<file path="src/rtl/cctx_pkg.sv">
package cctx_pkg;
  localparam int unsigned N_CTX  = 12;
  localparam int unsigned DW     = 64;
  localparam int unsigned AW     = 5;
  localparam int unsigned CW     = 6;
  localparam int unsigned IDX_W  = $clog2(N_CTX);

  localparam logic [AW-1:0] A_EOM  = AW'(N_CTX);
  localparam logic [AW-1:0] A_STS  = AW'(N_CTX + 1);
  localparam logic [AW-1:0] A_IEN  = AW'(N_CTX + 2);
  localparam logic [AW-1:0] A_MODE = AW'(N_CTX + 3);

  typedef enum logic [1:0] {
    MODE_SHORT = 2'd0,
    MODE_CTR   = 2'd1,
    MODE_MID   = 2'd2,
    MODE_FULL  = 2'd3
  } mode_e;

  // Highest register number (1-based) that a mode keeps as context
  function automatic logic [IDX_W:0] mode_top(input mode_e m);
    case (m)
      MODE_SHORT: mode_top = (IDX_W+1)'(4);
      MODE_CTR:   mode_top = (IDX_W+1)'(7);
      MODE_MID:   mode_top = (IDX_W+1)'(9);
      default:    mode_top = (IDX_W+1)'(N_CTX);
    endcase
  endfunction
endpackage

</file>
<file path="src/rtl/cctx_regfile.sv">
module cctx_regfile
  import cctx_pkg::*;
#(
  parameter int unsigned NREG = N_CTX,
  parameter int unsigned W    = DW,
  localparam int unsigned IW  = $clog2(NREG)
)(
  input  logic                    clk,
  input  logic                    rst_n,
  input  logic                    clr,
  input  logic                    wr_en,
  input  logic [IW-1:0]           wr_idx,
  input  logic [W-1:0]            wr_data,
  output logic [NREG-1:0][W-1:0]  regs
);
  for (genvar g = 0; g < NREG; g++) begin : g_reg
    logic         ld;
    logic [W-1:0] d;
    always_comb begin
      ld = clr || (wr_en && (wr_idx == IW'(g)));
      d  = clr ? '0 : wr_data;
    end
    always_ff @(posedge clk or negedge rst_n) begin
      if (!rst_n)  regs[g] <= '0;
      else if (ld) regs[g] <= d;
    end
  end
endmodule

</file>
<file path="src/rtl/cctx_flow.sv">
module cctx_flow
  import cctx_pkg::*;
#(
  parameter int unsigned FW = CW
)(
  input  logic          clk,
  input  logic          rst_n,
  input  logic          clr,
  input  logic          eom_wr,
  input  logic [FW-1:0] fifo_count,
  input  logic          core_rdy,
  input  logic          core_busy,
  output logic          pop,
  output logic          busy,
  output logic          eom_pend,
  output logic          finish
);
  logic busy_d, eom_d;

  always_comb begin
    pop    = core_rdy && ((fifo_count > FW'(1)) ||
                          ((fifo_count == FW'(1)) && eom_pend));
    finish = eom_pend && (fifo_count == '0) && !core_busy && !pop;
    busy_d = busy;
    eom_d  = eom_pend;
    if (pop)    busy_d = 1'b1;
    if (eom_wr) eom_d  = 1'b1;
    if (finish) begin
      busy_d = 1'b0;
      eom_d  = 1'b0;
    end
    if (clr) begin
      busy_d = 1'b0;
      eom_d  = 1'b0;
    end
  end

  always_ff @(posedge clk or negedge rst_n) begin
    if (!rst_n) begin
      busy     <= 1'b0;
      eom_pend <= 1'b0;
    end else begin
      busy     <= busy_d;
      eom_pend <= eom_d;
    end
  end
endmodule

</file>
<file path="src/rtl/cctx_bank.sv">
module cctx_bank
  import cctx_pkg::*;
(
  input  logic          clk,
  input  logic          rst_n,
  input  logic          init_i,
  input  logic          soft_rst_i,
  input  logic          reg_wr_i,
  input  logic [AW-1:0] reg_addr_i,
  input  logic [DW-1:0] reg_wdata_i,
  output logic [DW-1:0] reg_rdata_o,
  input  logic [CW-1:0] fifo_count_i,
  input  logic          core_rdy_i,
  input  logic          core_busy_i,
  output logic          blk_pop_o,
  output logic          irq_o
);
  logic                     clr;
  logic                     is_ctx, ctx_ok, ctx_bad, eom_wr;
  logic                     busy_q, eom_pend_q, finish;
  logic [N_CTX-1:0][DW-1:0] ctx_q;
  logic                     err_q, done_q, err_d, done_d;
  logic [1:0]               ien_q, ien_d;
  mode_e                    mode_q, mode_d;

  always_comb begin
    clr     = init_i || soft_rst_i;
    is_ctx  = reg_wr_i && (reg_addr_i < AW'(N_CTX));
    ctx_bad = is_ctx && busy_q;
    ctx_ok  = is_ctx && !busy_q &&
              ((IDX_W+1)'(reg_addr_i) < mode_top(mode_q));
    eom_wr  = reg_wr_i && (reg_addr_i == A_EOM) && !clr;
  end

  cctx_regfile #(.NREG(N_CTX), .W(DW)) u_rf (
    .clk     (clk),
    .rst_n   (rst_n),
    .clr     (clr),
    .wr_en   (ctx_ok),
    .wr_idx  (reg_addr_i[IDX_W-1:0]),
    .wr_data (reg_wdata_i),
    .regs    (ctx_q)
  );

  cctx_flow #(.FW(CW)) u_flow (
    .clk        (clk),
    .rst_n      (rst_n),
    .clr        (clr),
    .eom_wr     (eom_wr),
    .fifo_count (fifo_count_i),
    .core_rdy   (core_rdy_i),
    .core_busy  (core_busy_i),
    .pop        (blk_pop_o),
    .busy       (busy_q),
    .eom_pend   (eom_pend_q),
    .finish     (finish)
  );

  // Next-state for status, enables and mode
  always_comb begin
    err_d  = err_q;
    done_d = done_q;
    ien_d  = ien_q;
    mode_d = mode_q;
    if (reg_wr_i && reg_addr_i == A_STS) begin
      if (reg_wdata_i[0]) err_d  = 1'b0;
      if (reg_wdata_i[1]) done_d = 1'b0;
    end
    if (reg_wr_i && reg_addr_i == A_IEN)  ien_d  = reg_wdata_i[1:0];
    if (reg_wr_i && reg_addr_i == A_MODE) mode_d = mode_e'(reg_wdata_i[1:0]);
    if (ctx_bad) err_d  = 1'b1;
    if (finish)  done_d = 1'b1;
    if (clr) begin
      err_d  = 1'b0;
      done_d = 1'b0;
    end
  end

  always_ff @(posedge clk or negedge rst_n) begin
    if (!rst_n) begin
      err_q  <= 1'b0;
      done_q <= 1'b0;
      ien_q  <= 2'b00;
      mode_q <= MODE_FULL;
    end else begin
      err_q  <= err_d;
      done_q <= done_d;
      ien_q  <= ien_d;
      mode_q <= mode_d;
    end
  end

  always_comb begin
    reg_rdata_o = '0;
    if (reg_addr_i < AW'(N_CTX)) reg_rdata_o = ctx_q[reg_addr_i[IDX_W-1:0]];
    else if (reg_addr_i == A_STS)  reg_rdata_o = DW'({busy_q, done_q, err_q});
    else if (reg_addr_i == A_IEN)  reg_rdata_o = DW'(ien_q);
    else if (reg_addr_i == A_MODE) reg_rdata_o = DW'(mode_q);
    irq_o = (err_q && ien_q[0]) || (done_q && ien_q[1]);
  end
endmodule

</file>
<file path="config.mk">
export PLATFORM = sky130hd
export DESIGN_NAME = cctx_bank
export DESIGN_NICKNAME = d
export VERILOG_FILES = /design/src/rtl/cctx_pkg.sv /design/src/rtl/cctx_regfile.sv /design/src/rtl/cctx_flow.sv /design/src/rtl/cctx_bank.sv
export SDC_FILE = /design/constraint.sdc
export NUM_CORES = 1
export LEC_CHECK = 0
export ABC_CLOCK_PERIOD_IN_PS = 3910
export CAP_MARGIN = 5
export CELL_PAD_IN_SITES_DETAIL_PLACEMENT = 1
export CELL_PAD_IN_SITES_GLOBAL_PLACEMENT = 2
export CORE_AREA = 2 2 311 313
export DETAILED_ROUTE_END_ITERATION = 8
export DIE_AREA = 0 0 313 315
export PLACE_DENSITY_LB_ADDON = 0.1
export SKIP_CTS_REPAIR_TIMING = 1
export SLEW_MARGIN = 0
export SYNTH_ARGS = -nofsm -noshare
export SYNTH_HDL_FRONTEND = slang
export SYNTH_HIERARCHICAL = 1
export SYNTH_SLANG_ARGS = --single-unit
</file>
<file path="constraint.sdc">
create_clock -name clk -period 3.91 [get_ports clk]
set_input_delay 0.9775 -clock clk [delete_from_list [all_inputs] [get_ports clk]]
set_output_delay 0.9775 -clock clk [all_outputs]
set_load 0.03 [all_outputs]
</file>
==> flow_summary.json <==
{
  "drt_first_pass_iters": 5,
  "finish.utilization": 0.5005,
  "cp_slowest_cell": "o31ai_1",
  "overflow": 0,
  "cp_common_cell": "buf_12",
  "route.detailed.drc": 0,
  "syn_area_um2": 40590,
  "holdCritPathClass": "input pin to asynchronous set/reset pin",
  "tightest_slew_ps": 812.4,
  "clock_skew_ps": 11.39,
  "routed_wl_um": 121500,
  "rr_endpoint": "u_rf/regs[54]$_DFFE_PN0P_",
  "synthTopCellsByArea": "dfrtp_1 48%, mux2i_1 19%, nand2b_1 13%",
  "fmax_mhz": 266.6,
  "r2r_cells": 14,
  "reg2reg_from": "mode_q[1]$_DFFE_PN1P_",
  "clock_latency_ps": 660,
  "io_buffer_count": 147,
  "cp-startpoint": "reg_addr_i[4]",
  "synth_ff_type": "dfrtp_1",
  "start_util": 0.4241,
  "max-slew-margin-rel": 0.4584,
  "synth_cell_type_count": 49,
  "crit_end": "reg_rdata_o[46]",
  "synth.top_cell.area_share": 0.4772,
  "setup_viol": 0,
  "route.antenna.remaining_nets": 0,
  "grt_max_degree": 121,
  "nets": 3479,
  "dpl.cell_count": 4571,
  "ys_warn_count": 6,
  "cts.sinks": 776,
  "die_h_um": 315,
  "cts_max_level": 3,
  "rows": 114,
  "hold_viol": 0,
  "grt_pass1_wl_um": 187800,
  "drive_above_1_share": 0.1926,
  "root_buffer": "clkbuf_16",
  "grt_antenna_before_repair": 0,
  "synth_edf_count": 0,
  "syn_nets": 3376,
  "power_density_nw_per_um2": 382.4,
  "post-route-period-util": 0.9592,
  "cp-start-kind": "input pin",
  "dp_hpwl_um": 76160,
  "clk_path_buf_depth": 3,
  "critical_path_buf_inv_count": 3,
  "viasPerCell": 5.512,
  "critPathTopFamily": "buffers and inverters",
  "fp.dieW_um": 313,
  "critical-path-max-stage-delay_ps": 490,
  "synth-async-reset-ratio": 1.000,
  "dieArea_um2": 98600,
  "cts_tree": "done",
  "finalPower_w": 0.01831,
  "ys_ff_latch": 776,
  "stdcell_count": 4739,
  "required_ps": 2930,
  "leakage_nw": 24.93,
  "slew_viol_final": 0,
  "status": "complete, no violations",
  "crit_chain": "clkdlybuf4s50_1 -> or2_4 -> buf_12 -> o31ai_1 -> buf_12",
  "reg2reg_setup_slack_ps": 660,
  "netlist_instances": 3289,
  "area_growth_syn_to_layout_pct": 18.01,
  "drt-initial-drc-count": 1351,
  "cp_max_fo": 25,
  "fill_cells": 9582,
  "yosysTopAreaCell": "dfrtp_1",
  "grt_pass1_vias": 30090,
  "track_usage": 0.2489,
  "cp.depth": 5,
  "tns_ps": 0,
  "io_pins": 148,
  "seq_area_frac_synth": 0.4785,
  "diodes": 0,
  "drv_cap": 0,
  "post-route-min-period_ps": 3750,
  "cp-end-kind": "output pin",
  "vdd_drop_max_v": 0.0003054,
  "numCtsBuffers": 91,
  "wl_per_cell_um": 25.65,
  "synth_area_per_cell_um2": 12.34,
  "path_class": "input pin to output pin",
  "rsz0062_at_grt": "false",
  "coreArea_um2": 95710,
  "cts.clk_slew.worst_paths_ps": 60,
  "vias": 26120,
  "globalplace.congestion": 0.7634,
  "worst_ep_arrival_time_ps": 2770
}
per-stage QoR:
| stage | hold slack [ps] | worst slack (ps) | instance area [um2] |
|---|---|---|---|
| final | 319.0 | 159.7 | 47900 |
| after global routing | 372.5 | 85.19 | 47900 |
| after CTS | 333.2 | -120.5 | 47840 |
| after detailed placement | 524.2 | -101.8 | 44760 |
| after global placement | 506.9 | -121.0 | 44760 |
| after floorplan | 477.8 | 369.2 | 40590 |
cell usage after synthesis (2+ instances only):
cell / number
buf_1: 3
and3b_1: 2
or2_2: 3
clkbuf_1: 139
o22ai_1: 60
nor2b_1: 66
o21ai_0: 4
nand2b_1: 834
o21a_1: 4
nand2_2: 3
nor2_1: 5
nor3_1: 3
nand3_1: 6
inv_1: 7
nand2_4: 6
and3_1: 2
mux2i_1: 775
dfstp_2: 2
a2111oi_0: 2
nand4b_1: 2
buf_2: 84
o31ai_1: 62
dfrtp_1: 774
buf_4: 37
clkbuf_2: 2
mux4_2: 128
a21oi_1: 6
nand2_1: 67
mux2_2: 126
ha_1: 5
buf_6: 52
placed cells by master (no fill, tap or decap), types with 2 or more instances in the layout:
master,instances
mux2i_1,775
clkbuf_1,23
dfrtp_1,774
o21ai_0,4
nand2b_1,833
nand2_4,8
or2_4,3
a21oi_1,6
inv_1,7
clkinv_2,16
bufinv_16,9
buf_8,2
clkbuf_8,18
clkinvlp_4,2
buf_4,109
and3_1,2
o31ai_1,61
ha_1,5
o21a_1,4
nor2b_1,66
mux4_2,128
and3b_1,2
o22ai_1,60
nand2_1,67
buf_12,135
nor3_1,3
nor2_1,5
dfstp_2,2
a2111oi_0,2
clkdlybuf4s50_1,78
nand4b_1,2
clkbuf_16,96
nand3_1,3
nand3_4,3
mux2_2,126
worst min-delay path by stage:
stage,startpoint,to,cells after the start
final,rst_n,u_rf/regs[304]$_DFFE_PN0P_,1
after global routing,rst_n,u_rf/regs[304]$_DFFE_PN0P_,1
after CTS,rst_n,u_rf/regs[304]$_DFFE_PN0P_,1
after detailed placement,u_flow/eom_pend$_DFFE_PN0P_,u_flow/eom_pend$_DFFE_PN0P_,1
after global placement,u_flow/eom_pend$_DFFE_PN0P_,u_flow/eom_pend$_DFFE_PN0P_,1
after floorplan,u_flow/eom_pend$_DFFE_PN0P_,u_flow/eom_pend$_DFFE_PN0P_,1
area by class of cell:
cell class	count	area, um2	area share
well taps	1276	1597	0.03333
clock buffers	135	2698	0.05632
multi-input cells	2189	19390	0.4048
clock inverters	29	382.9	0.007993
flip-flops and latches	776	19420	0.4055
inverters	7	26.28	0.0005486
repair buffers	327	4383	0.09151
power breakdown:
group | internal (W) | switching (W) | total [W]
sequential | 0.00805 | 0.0000139 | 0.00807
combinational | 0.000590 | 0.000842 | 0.00143
clock | 0.00535 | 0.00347 | 0.00882
total | 0.0140 | 0.00433 | 0.0183
registers in the layout, summed over array words and instances (netlist names):
register         count
ien_q                2
mode_q               2
u_rf/regs          768
u_flow/eom_pend      1
err_q                1
u_flow/busy          1
done_q               1
logic make-up after synthesis:
| kind of cell | share of synthesized area |
|---|---|
| mux | 0.2971 |
| simple gates | 0.1522 |
| flops | 0.4785 |
| buf+inv | 0.04565 |
| compound gates | 0.02500 |
| fa+ha+maj | 0.001541 |
routing by layer:
layer | vias to the layer above | part of all wire | GRT usage
met5 | - | 0 | 0
met4 | 0 | 0.029 | 0.07971
met3 | 179 | 0.028 | 0.03032
met2 | 390 | 0.50 | 0.4309
met1 | 14020 | 0.44 | 0.3253
li1 | 11540 | - | -
No activity file was read; power rests on OpenSTA's default activity.
